[src/rtl/sic_pkg.sv]
package sic_pkg;
  localparam int IDX_STATUS   = 0;
  localparam int IDX_RAW      = 1;
  localparam int IDX_MASK_SET = 2;
  localparam int IDX_MASK_CLR = 3;
  localparam int IDX_SOFT_SET = 4;
  localparam int IDX_SOFT_CLR = 5;
  localparam int IDX_PT_SET   = 8;
  localparam int IDX_PT_CLR   = 9;

  // contiguous bit span lo..hi, up to 64 lines
  function automatic logic [63:0] span_mask(int lo, int hi);
    logic [63:0] m;
    m = '0;
    for (int i = 0; i < 64; i++) begin
      if (i >= lo && i <= hi) m[i] = 1'b1;
    end
    return m;
  endfunction
endpackage

[src/rtl/sic_regs.sv]
module sic_regs #(
  parameter int N_IRQ  = 32,
  parameter int ADDR_W = 4,
  parameter int PT_LO  = 21,
  parameter int PT_HI  = 30
) (
  input  logic              clk_i,
  input  logic              rst_ni,
  input  logic              wr_i,
  input  logic [ADDR_W-1:0] addr_i,
  input  logic [N_IRQ-1:0]  wdata_i,
  output logic [N_IRQ-1:0]  mask_o,
  output logic [N_IRQ-1:0]  soft_o,
  output logic [N_IRQ-1:0]  pten_o
);
  localparam logic [N_IRQ-1:0] PT_MASK = N_IRQ'(sic_pkg::span_mask(PT_LO, PT_HI));

  logic [N_IRQ-1:0] mask_q, soft_q, pten_q;

  always_ff @(posedge clk_i or negedge rst_ni) begin
    if (!rst_ni) begin
      mask_q <= '0;
      soft_q <= '0;
      pten_q <= '0;
    end else if (wr_i) begin
      case (addr_i)
        ADDR_W'(sic_pkg::IDX_MASK_SET): mask_q <= mask_q | wdata_i;
        ADDR_W'(sic_pkg::IDX_MASK_CLR): mask_q <= mask_q & ~wdata_i;
        ADDR_W'(sic_pkg::IDX_SOFT_SET): soft_q <= soft_q | wdata_i;
        ADDR_W'(sic_pkg::IDX_SOFT_CLR): soft_q <= soft_q & ~wdata_i;
        ADDR_W'(sic_pkg::IDX_PT_SET):   pten_q <= pten_q | (wdata_i & PT_MASK);
        ADDR_W'(sic_pkg::IDX_PT_CLR):   pten_q <= pten_q & ~wdata_i;
        default: ;
      endcase
    end
  end

  assign mask_o = mask_q;
  assign soft_o = soft_q;
  assign pten_o = pten_q;
endmodule

[src/rtl/sic_core.sv]
module sic_core #(
  parameter int N_IRQ    = 32,
  parameter int PT_LO    = 21,
  parameter int PT_HI    = 30,
  parameter int COMB_IDX = 31
) (
  input  logic             clk_i,
  input  logic             rst_ni,
  input  logic [N_IRQ-1:0] irq_i,
  input  logic [N_IRQ-1:0] mask_i,
  input  logic [N_IRQ-1:0] soft_i,
  input  logic [N_IRQ-1:0] pten_i,
  output logic [N_IRQ-1:0] level_o,
  output logic [N_IRQ-1:0] status_o,
  output logic [N_IRQ-1:0] irq_o
);
  localparam logic [N_IRQ-1:0] PT_MASK  = N_IRQ'(sic_pkg::span_mask(PT_LO, PT_HI));
  localparam logic [N_IRQ-1:0] CMB_BIT  = N_IRQ'(sic_pkg::span_mask(COMB_IDX, COMB_IDX));

  logic [N_IRQ-1:0] level_q;
  logic             req_q;

  assign status_o = (level_q | soft_i) & mask_i;

  always_ff @(posedge clk_i or negedge rst_ni) begin
    if (!rst_ni) begin
      level_q <= '0;
      req_q   <= 1'b0;
    end else begin
      level_q <= irq_i;
      req_q   <= |status_o;
    end
  end

  // combined line wins if it overlaps the passthrough window
  assign irq_o = (level_q & pten_i & PT_MASK & ~CMB_BIT) | (req_q ? CMB_BIT : '0);
  assign level_o = level_q;
endmodule

[src/rtl/sic_rdata.sv]
module sic_rdata #(
  parameter int N_IRQ  = 32,
  parameter int ADDR_W = 4
) (
  input  logic              clk_i,
  input  logic              rst_ni,
  input  logic              rd_i,
  input  logic [ADDR_W-1:0] addr_i,
  input  logic [N_IRQ-1:0]  status_i,
  input  logic [N_IRQ-1:0]  level_i,
  input  logic [N_IRQ-1:0]  mask_i,
  input  logic [N_IRQ-1:0]  soft_i,
  input  logic [N_IRQ-1:0]  pten_i,
  output logic [N_IRQ-1:0]  rdata_o
);
  logic [N_IRQ-1:0] sel_d, rdata_q;

  always_comb begin
    case (addr_i)
      ADDR_W'(sic_pkg::IDX_STATUS):   sel_d = status_i;
      ADDR_W'(sic_pkg::IDX_RAW):      sel_d = level_i;
      ADDR_W'(sic_pkg::IDX_MASK_SET): sel_d = mask_i;
      ADDR_W'(sic_pkg::IDX_SOFT_SET): sel_d = soft_i;
      ADDR_W'(sic_pkg::IDX_PT_SET):   sel_d = pten_i;
      default:                        sel_d = '0;
    endcase
  end

  always_ff @(posedge clk_i or negedge rst_ni) begin
    if (!rst_ni)   rdata_q <= '0;
    else if (rd_i) rdata_q <= sel_d;
  end

  assign rdata_o = rdata_q;
endmodule

[src/rtl/sec_irq_ctrl.sv]
module sec_irq_ctrl #(
  parameter int N_IRQ    = 32,
  parameter int ADDR_W   = 4,
  parameter int PT_LO    = 21,
  parameter int PT_HI    = 30,
  parameter int COMB_IDX = 31
) (
  input  logic              clk_i,
  input  logic              rst_ni,
  input  logic [N_IRQ-1:0]  irq_i,
  input  logic              wr_i,
  input  logic              rd_i,
  input  logic [ADDR_W-1:0] addr_i,
  input  logic [N_IRQ-1:0]  wdata_i,
  output logic [N_IRQ-1:0]  rdata_o,
  output logic [N_IRQ-1:0]  irq_o
);
  logic [N_IRQ-1:0] mask_q, soft_q, pten_q, level_q, status_w;

  sic_regs #(.N_IRQ(N_IRQ), .ADDR_W(ADDR_W), .PT_LO(PT_LO), .PT_HI(PT_HI)) u_regs (
    .clk_i(clk_i), .rst_ni(rst_ni), .wr_i(wr_i), .addr_i(addr_i), .wdata_i(wdata_i),
    .mask_o(mask_q), .soft_o(soft_q), .pten_o(pten_q)
  );

  sic_core #(.N_IRQ(N_IRQ), .PT_LO(PT_LO), .PT_HI(PT_HI), .COMB_IDX(COMB_IDX)) u_core (
    .clk_i(clk_i), .rst_ni(rst_ni), .irq_i(irq_i), .mask_i(mask_q), .soft_i(soft_q),
    .pten_i(pten_q), .level_o(level_q), .status_o(status_w), .irq_o(irq_o)
  );

  sic_rdata #(.N_IRQ(N_IRQ), .ADDR_W(ADDR_W)) u_rdata (
    .clk_i(clk_i), .rst_ni(rst_ni), .rd_i(rd_i), .addr_i(addr_i), .status_i(status_w),
    .level_i(level_q), .mask_i(mask_q), .soft_i(soft_q), .pten_i(pten_q), .rdata_o(rdata_o)
  );
endmodule

[config.mk]
export PLATFORM = sky130hd
export DESIGN_NAME = sec_irq_ctrl
export DESIGN_NICKNAME = d
export VERILOG_FILES = /design/src/rtl/sic_pkg.sv /design/src/rtl/sic_regs.sv /design/src/rtl/sic_core.sv /design/src/rtl/sic_rdata.sv /design/src/rtl/sec_irq_ctrl.sv
export SDC_FILE = /design/constraint.sdc
export NUM_CORES = 1
export LEC_CHECK = 0
export BUFFER_PORTS_ARGS = -buffer_cell sky130_fd_sc_hd__buf_2
export CAP_MARGIN = 40
export CORE_MARGIN = 3
export CORE_UTILIZATION = 60
export DETAILED_ROUTE_END_ITERATION = 8
export PLACE_DENSITY = 0.95
export SYNTH_ARGS = -nofsm -noshare
export SYNTH_HDL_FRONTEND = slang
export SYNTH_SLANG_ARGS = --single-unit
[constraint.sdc]
create_clock -name clk_i -period 2.4 [get_ports clk_i]
set_clock_uncertainty 0.15 [all_clocks]
set_input_delay 0.72 -clock clk_i [delete_from_list [all_inputs] [get_ports clk_i]]
set_output_delay 0.72 -clock clk_i [all_outputs]
set_load 0.01 [all_outputs]
==> results of run 1 <==
-- synth_stat cells --
cell type,number
a21boi_0,22
a21oi_1,108
a221oi_1,1
a222oi_1,29
a22o_1,29
a22oi_1,2
a31oi_1,74
and2_1,12
and3_1,1
and3b_1,1
and4_1,1
buf_1,2
buf_2,22
buf_4,23
buf_6,5
clkbuf_1,25
conb_1,1
dfrtp_1,161
inv_1,2
maj3_1,1
nand2_1,2
nand4_1,2
nor2_1,3
nor2b_1,35
nor2b_4,1
nor3_1,3
nor3_4,1
nor3b_4,1
nor4_1,8
o21a_1,29
o21ai_0,26
o21ai_1,12
o22ai_1,1
o311ai_0,1
o31a_1,1
o32a_1,2
or2_2,1
-- worst max path at each step --
stage	cells past startpoint	to	slack (ns)	from
2_1_floorplan	8	u_rdata.rdata_o[12]	0.27	addr_i[0]
3_3_place_gp	6	u_rdata.rdata_o[31]	0.20	addr_i[1]
3_5_place_dp	6	u_rdata.rdata_o[21]	0.11	addr_i[1]
4_1_cts	2	irq_o[23]	0.37	u_core.level_o[23]
5_1_grt	2	irq_o[23]	0.33	u_core.level_o[23]
6_report	2	irq_o[23]	0.35	u_core.level_o[23]
-- where the power goes --
part	internal (uW)	switching, uW
Combinational	500	679
Sequential	3070	322
Clock	1520	1050
-- cell usage in the layout (no fill, tap or decap), types with 3 or more instances in the layout --
cell,count
dfrtp_1,161
buf_2,113
a21oi_1,108
a31oi_1,74
nor2b_1,33
o21a_1,29
a22o_1,29
a222oi_1,29
o21ai_0,26
a21boi_0,22
conb_1,21
clkbuf_16,17
buf_12,13
and2_1,12
o21ai_1,11
buf_4,10
nor4_1,7
clkbuf_8,4
clkbuf_1,3
-- layout make-up --
| type | count | area, um2 |
|---|---|---|
| timing repair buffer | 137 | 912.1 |
| inverter | 2 | 7.507 |
| fill | 748 | 3074 |
| sequential | 161 | 4029 |
| clock inverter | 4 | 52.55 |
| tap | 143 | 178.9 |
| clock buffer | 24 | 491.7 |
| multi-input combinational | 431 | 2770 |
-- through the flow --
stage          setup WS, ns  hold slack [ns]  area [um2]  utilization  power [uW]
2_1_floorplan        0.2742           0.2744        7223            -        4043
3_3_place_gp         0.2019           0.3487        7898       0.6858        4438
3_5_place_dp         0.1060           0.3684        7898       0.6858        4544
4_1_cts              0.3677           0.1061        8442       0.7331        7095
5_1_grt              0.3295           0.1171        8442       0.7331        7377
6_report             0.3455          0.08374        8442       0.7331        7142
-- critical path, cell delays in order, from the launching register on --
cell	delay (ns)
dfrtp_1	0.42
and2_1	0.20
buf_2	0.14
-- cell families (layout without fill, tap and decap cells) --
family,after synthesis,count (layout),synth area share
other cells,1,21,0.0005246
flops,161,161,0.5636
simple gates,72,72,0.06564
fa+ha+maj,1,1,0.001400
buf+inv,79,167,0.06267
compound gates,337,337,0.3061
-- per-layer routing --
metal / track usage / vias to the layer above / routed length (um)
met5: 0 / - / 0
met2: 0.5085 / 575 / 10290
met3: 0.08632 / 89 / 2657
li1: - / 2650 / -
met4: 0.1565 / 0 / 785
met1: 0.4327 / 3134 / 7802
==> out/qor.txt, run 1 <==
Ports: 136
Run status: finished, violations left
Total gr overflow: 0
Post-CTS Resized: 0
Worst Reg-to-Reg Cells: 4
Clk sinks: 161
CP required: 1.53 ns
Share of cells above drive strength 1: 0.2279
Pin count of the biggest net entering global routing: 65
Ranking of synthesized cells by area: dfrtp_1, a21oi_1, a31oi_1, a222oi_1, a22o_1
Residual DRC: 8
Synth cell types: 37
Setup CP Type: register to output port
Gpl congestion: 0.8903
Number of max-cap violations: 0
Final Cycle Share: 0.8560
# rows: 39
Seq cells post-synth: 161
Fin. max-slew vios: 0
Clock Pin Slew Worst Setup and Hold Paths: 0.06 ns
Post-Place Cells: 874
Die extent in x: 115.2 um
Total wire length: 21,530 um
HPWL Detailed: 12,960 um
Setup TNS: 0 ns
FF-to-FF setup slack: 0.45 ns
First DRT Iteration DRCs: 1,208
Crit-path max FO: 3
First-pass GRT wire length: 33,070 um
Final min period: 2.055 ns
Tightest Pin Transition: 0.5534 ns
# nets final: 822
CTS Buf Count: 17
Vias per cell: 7.149
Synth area leader: dfrtp_1
Die H: 115.2 um
Routed WL per cell: 23.87 um
Root buf cell: clkbuf_16
Slew headroom: 0.6311
Worst setup SP type: register
CTS Buffer Depth: 2
Cell count after synthesis: 651
WP data arrival: 1.18 ns
Final Hold Fails: 0
PD cells: 846.1 nW/um2
RSZ-0062 raised after global routing: no
Violated checks: DRC
Synth top area share: 0.5636
Final Non-Filler Cells: 902
Gr usage total: 0.3275
Worst reg2reg endpoint: u_core.req_q
Post-CTS Setup Bufs: 0
CP Capture Type: output port
Synth Cell Area: 7148 um2
Total number of vias: 6,448
Final setup violation count: 0
Max VDD drop: 0.0005306 V
Warnings, synthesis: 0
Initial core utilization: 0.6207
Hold Crit Class: input port to asynchronous set/reset pin
Die area: 13,260 um2
CTS tree: yes
Hold buffers post-CTS: 0
Max Clk Rate: 486.7 MHz
Clock Latency Late Sink: 0.43 ns
H-tree depth: 4
Syn avg cell area: 10.98 um2
Vias in the first global route: 6,331
Area growth syn-to-layout: 18.10%
Initial antenna violation count: 0
Diodes inserted: 0
Buffers on Ports: 114
ANT nets after route: 0
CORE AREA: 11,520 um2
Leak Pwr: 0.003696 uW
DR pass1 iterations: 9
Register area share after synthesis: 0.5636
(Power assumes the default switching activity.)
==> run 2: changes to the inputs <==
CELL_PAD_IN_SITES_DETAIL_PLACEMENT = 1   (was default)
CELL_PAD_IN_SITES_GLOBAL_PLACEMENT = 2   (was default)
CORE_UTILIZATION = 38   (was 60)
PLACE_DENSITY = 0.94   (was 0.95)
==> run 2 against run 1 <==
Compared with the run above:
- the run now ends clean
- sequential cell count unchanged
- sequential share of layout area decreased by 1.0 points
- first-iteration DRC count decreased by 59%
- register-to-register slack got worse by 0.06 ns
- via count decreased by 4.1%
- highest routed layer unchanged
- largest power group unchanged
- sequential power about the same
- worst setup slack improved by 0.0086 ns
- non-clock buffer count increased by 14
==> out/qor.txt, run 2 (synthesis results as in run 1) <==
Run status: finished clean
Post-Place Cells: 974
Total gr overflow: 0
Vias per cell: 6.147
Crit-path max FO: 4
Reg area: 4029 um2
Root buf cell: clkbuf_16
CTS Buffer Depth: 2
Ports: 136
WP data arrival: 1.18 ns
FILL cells: 2,009
Worst setup SP type: register
Clk sinks: 161
Commonest non-fill, non-tap cell in the layout: dfrtp_1
HPWL Detailed: 15,930 um
CTS tree: yes
Die H: 143.2 um
Post-CTS Resized: 0
Final Cycle Share: 0.8525
Residual DRC: 0
RSZ-0062 raised after global routing: no
Gpl congestion: 0.8200
Number of max-cap violations: 0
Pin count of the biggest net entering global routing: 49
PD cells: 840.3 nW/um2
Total number of vias: 6,184
Max VDD drop: 0.0005491 V
Gr usage total: 0.2381
Area occupied by multi-input gates: 2770 um2
Min Hold Slack: 0.08886 ns
Share of cells above drive strength 1: 0.2484
Clock Pin Slew Worst Setup and Hold Paths: 0.07 ns
Final Hold Fails: 0
H-tree depth: 4
CTS Buf Count: 17
Die extent in x: 143.2 um
Total wire length: 23,730 um
Vias in the first global route: 6,600
Diodes inserted: 0
ANT nets after route: 0
CORE AREA: 18,210 um2
DR pass1 iterations: 6
First-pass GRT wire length: 37,250 um
Hold buffers post-CTS: 0
Buffers on Ports: 114
Final min period: 2.046 ns
CP required: 1.53 ns
Fin. max-slew vios: 0
Final setup violation count: 0
Area growth syn-to-layout: 20.62%
Routed WL per cell: 23.58 um
Hold Crit Class: input port to asynchronous set/reset pin
Tightest Pin Transition: 0.6273 ns
Leak Pwr: 0.003751 uW
Slew headroom: 0.5779
Die area: 20,490 um2
Initial core utilization: 0.3926
# rows: 49
Max Clk Rate: 488.8 MHz
Clock Latency Late Sink: 0.44 ns
Setup CP Type: register to output port
First DRT Iteration DRCs: 491
# nets final: 836
Initial antenna violation count: 0
Post-CTS Setup Bufs: 0
CP Capture Type: output port
Most frequent cells in the layout: dfrtp_1, buf_2, a21oi_1, a31oi_1, nor2b_1
Final Non-Filler Cells: 1,006
-- run 2: cell count changes in the layout (fill, tap and decap cells not counted) --
cell / before / now
inv_6: 1 / 6
clkinvlp_4: 0 / 3
clkinv_4: 1 / 2
buf_12: 13 / 7
clkbuf_1: 3 / 1
buf_4: 10 / 29
clkbuf_8: 4 / 2
clkinv_2: 1 / 0
buf_8: 0 / 1
-- run 2: where the power goes --
group / total (uW) / internal (uW) / switching, uW
Combinational: 1180 / 501 / 683
Sequential: 3380 / 3070 / 317
Clock: 2680 / 1510 / 1170
Total: 7250 / 5070 / 2170
-- run 2: final timing paths --
| kind | from | end | slack (ns) | depth (start not counted) |
|---|---|---|---|---|
| hold reg to reg | u_regs.pten_o[2] | u_regs.pten_o[2] | 0.39 | 1 |
| min in group clk_i | irq_i[5] | u_core.level_o[5] | 0.24 | 1 |
| max in group asynchronous | rst_ni | asynchronous set/reset pin | 1.37 | 2 |
| setup reg to reg | u_core.level_o[27] | u_core.req_q | 0.39 | 4 |
| setup / recovery | u_core.level_o[28] | irq_o[28] | 0.35 | 2 |
| hold / removal | rst_ni | u_core.level_o[7] | 0.09 | 1 |
-- run 2: through the flow --
step / setup TNS [ns] / setup WS, ns / util / total power [uW] / cell area [um2]
6_report: 0 / 0.3541 / 0.4735 / 7245 / 8622
5_1_grt: 0 / 0.2861 / 0.4735 / 7588 / 8622
4_1_cts: 0 / 0.3360 / 0.4735 / 7269 / 8622
3_5_place_dp: 0 / 0.03229 / 0.4417 / 4583 / 8043
3_3_place_gp: -5.148 / -0.2696 / 0.4409 / 4492 / 8028
2_1_floorplan: 0 / 0.2742 / - / 4043 / 7223
-- run 2: critical path, stage by stage (launching register included) --
cell and delay, ns:
dfrtp_1 0.43, and2_1 0.18, buf_2 0.13
-- run 2: layout make-up --
cell class                 instances  area share
inverter                           2   0.0008707
timing repair buffer             151      0.1101
tap                              229     0.03323
clock inverter                    12     0.01422
clock buffer                      20     0.05297
multi-input combinational        431      0.3213
sequential                       161      0.4673
-- run 2: metal layers --
| metal | track usage | wire, um |
|---|---|---|
| met4 | 0.07854 | 484 |
| met5 | 0 | 0 |
| met3 | 0.06430 | 1720 |
| met2 | 0.3929 | 11680 |
| met1 | 0.3053 | 9845 |
==> run 3: changes to the inputs <==
SETUP_SLACK_MARGIN = 0.5   (was default)
==> run 3 against run 2 <==
Compared with the run above:
- core utilization is 2.5 points higher
- sequential share of layout area is 2.4 points lower
- die area stayed put
- combinational power is 17% higher
- critical endpoint is now irq_o[29]
- first-iteration DRC count grew 43%
- sequential cell count is the same
- critical path depth did not move
- register-to-register slack improved by 0.12 ns
- final area up 5.3%
- cell count rose by 3.9%
- clock power increased by 5%
==> out/qor.txt, run 3 (synthesis results as in run 1) <==
Hold Crit Class: input port to asynchronous set/reset pin
Total number of vias: 6,567
Fin. max-slew vios: 0
Crit-path max FO: 2
Leak Pwr: 0.004000 uW
Number of max-cap violations: 0
# nets final: 874
ANT nets after route: 0
Tightest Pin Transition: 0.5905 ns
First-pass GRT wire length: 38,350 um
DR pass1 iterations: 6
Met1 Track Usage GR: 0.3104
Total gr overflow: 0
First DRT Iteration DRCs: 703
CORE AREA: 18,210 um2
Area growth syn-to-layout: 27.03%
Slew headroom: 0.6063
GR peak layer: met2
Final setup violation count: 0
Clk sinks: 161
Final Cycle Share: 0.8264
CTS tree: yes
Vias in the first global route: 6,872
Vias per cell: 6.284
Post-Place Cells: 973
Max VDD drop: 0.0004797 V
Most frequent cells in the layout: dfrtp_1, buf_2, a21oi_1, a31oi_1, buf_4
Initial antenna violation count: 3
Worst Reg-to-Reg Cells: 6
Fin util: 0.4987
Hold buffers post-CTS: 0
PD cells: 833.3 nW/um2
Die extent in x: 143.2 um
WP data arrival: 1.11 ns
Gr usage total: 0.2443
Clock Latency Late Sink: 0.44 ns
Routed WL per cell: 24.87 um
Ports: 136
Share of cells above drive strength 1: 0.2933
Commonest non-fill, non-tap cell in the layout: dfrtp_1
CP required: 1.53 ns
Initial core utilization: 0.3926
Setup CP Type: register to output port
Clock Pin Slew Worst Setup and Hold Paths: 0.06 ns
Setup slack at placement: -0.2097 ns
Min Hold Slack: 0.06213 ns
Buffers on Ports: 114
Final min period: 1.983 ns
Max Clk Rate: 504.2 MHz
Run status: finished clean
Met2 usage: 0.3929
CP Capture Type: output port
Final Non-Filler Cells: 1,045
CTS Buf Count: 17
Residual DRC: 0
HPWL Detailed: 15,920 um
Total wire length: 25,990 um
Pin count of the biggest net entering global routing: 56
M3 GR Usage: 0.06196
CTS Buffer Depth: 2
Worst setup SP type: register
Min setup slack post-route: 0.4165 ns
H-tree depth: 4
Die H: 143.2 um
RSZ-0062 raised after global routing: yes
Root buf cell: clkbuf_16
Final Hold Fails: 0
Die area: 20,490 um2
Gpl congestion: 0.8405
# rows: 49
==> run 3: layout make-up <==
cell class | count | area (um2)
diodes | 1 | 2.502
clock inverters | 12 | 132.6
fillers | 1995 | 9129
inverters | 2 | 7.507
flip-flops and latches | 161 | 4029
repair buffers | 188 | 1330
well taps | 229 | 286.5
clock buffers | 20 | 466.7
multi-input cells | 432 | 2825
==> run 3: metrics by stage <==
stage | cell area, um2 | setup TNS, ns | total power (uW)
6_report | 9080 | 0 | 7566
5_1_grt | 9080 | 0 | 7879
4_1_cts | 8817 | 0 | 7457
3_5_place_dp | 8023 | -4.150 | 4582
3_3_place_gp | 7993 | -4.696 | 4481
2_1_floorplan | 7258 | 0 | 4048
==> run 3: per-layer routing <==
metal  vias up  wire length, um  share of wire
met4         4              799          0.031
met1      3356            10280           0.40
li1       2768                -              -
met5         -               27         0.0010
met2       374            12760           0.49
met3        65             2124          0.082
==> run 3: path summary, 6_finish.rpt <==
path | start | endpoint | slack, ns
worst max-delay path | register | irq_o[29] | 0.42
min in group clk_i | irq_i[28] | u_core.level_o[28] | 0.23
worst max register to register | u_core.level_o[23] | u_core.req_q | 0.51
worst min-delay path | rst_ni | u_rdata.rdata_o[9] | 0.06
worst min register to register | u_regs.pten_o[6] | u_regs.pten_o[6] | 0.39
max in group asynchronous | rst_ni | asynchronous set/reset pin | 1.35
==> run 3: power by group <==
part           internal [uW]  switching, uW  leakage (uW)
logic                    611            771       0.00178
clock network           1620           1190      0.000288
registers               3070            312       0.00193
total                   5290           2270       0.00400
==> run 3: critical path: stages, from the launching register on <==
cell     delay (ns)
dfrtp_1        0.39
and2_1         0.16
buf_2          0.13
==> run 3: what timing repair did <==
| action | 4_1_cts | 5_1_grt |
|---|---|---|
| cloned | 1 | 3 |
| endpoints found under the setup margin | 41 | 60 |
| pin swaps | 4 | 4 |
| buffers inserted | 20 | 15 |
| gates resized for setup | 8 | 14 |
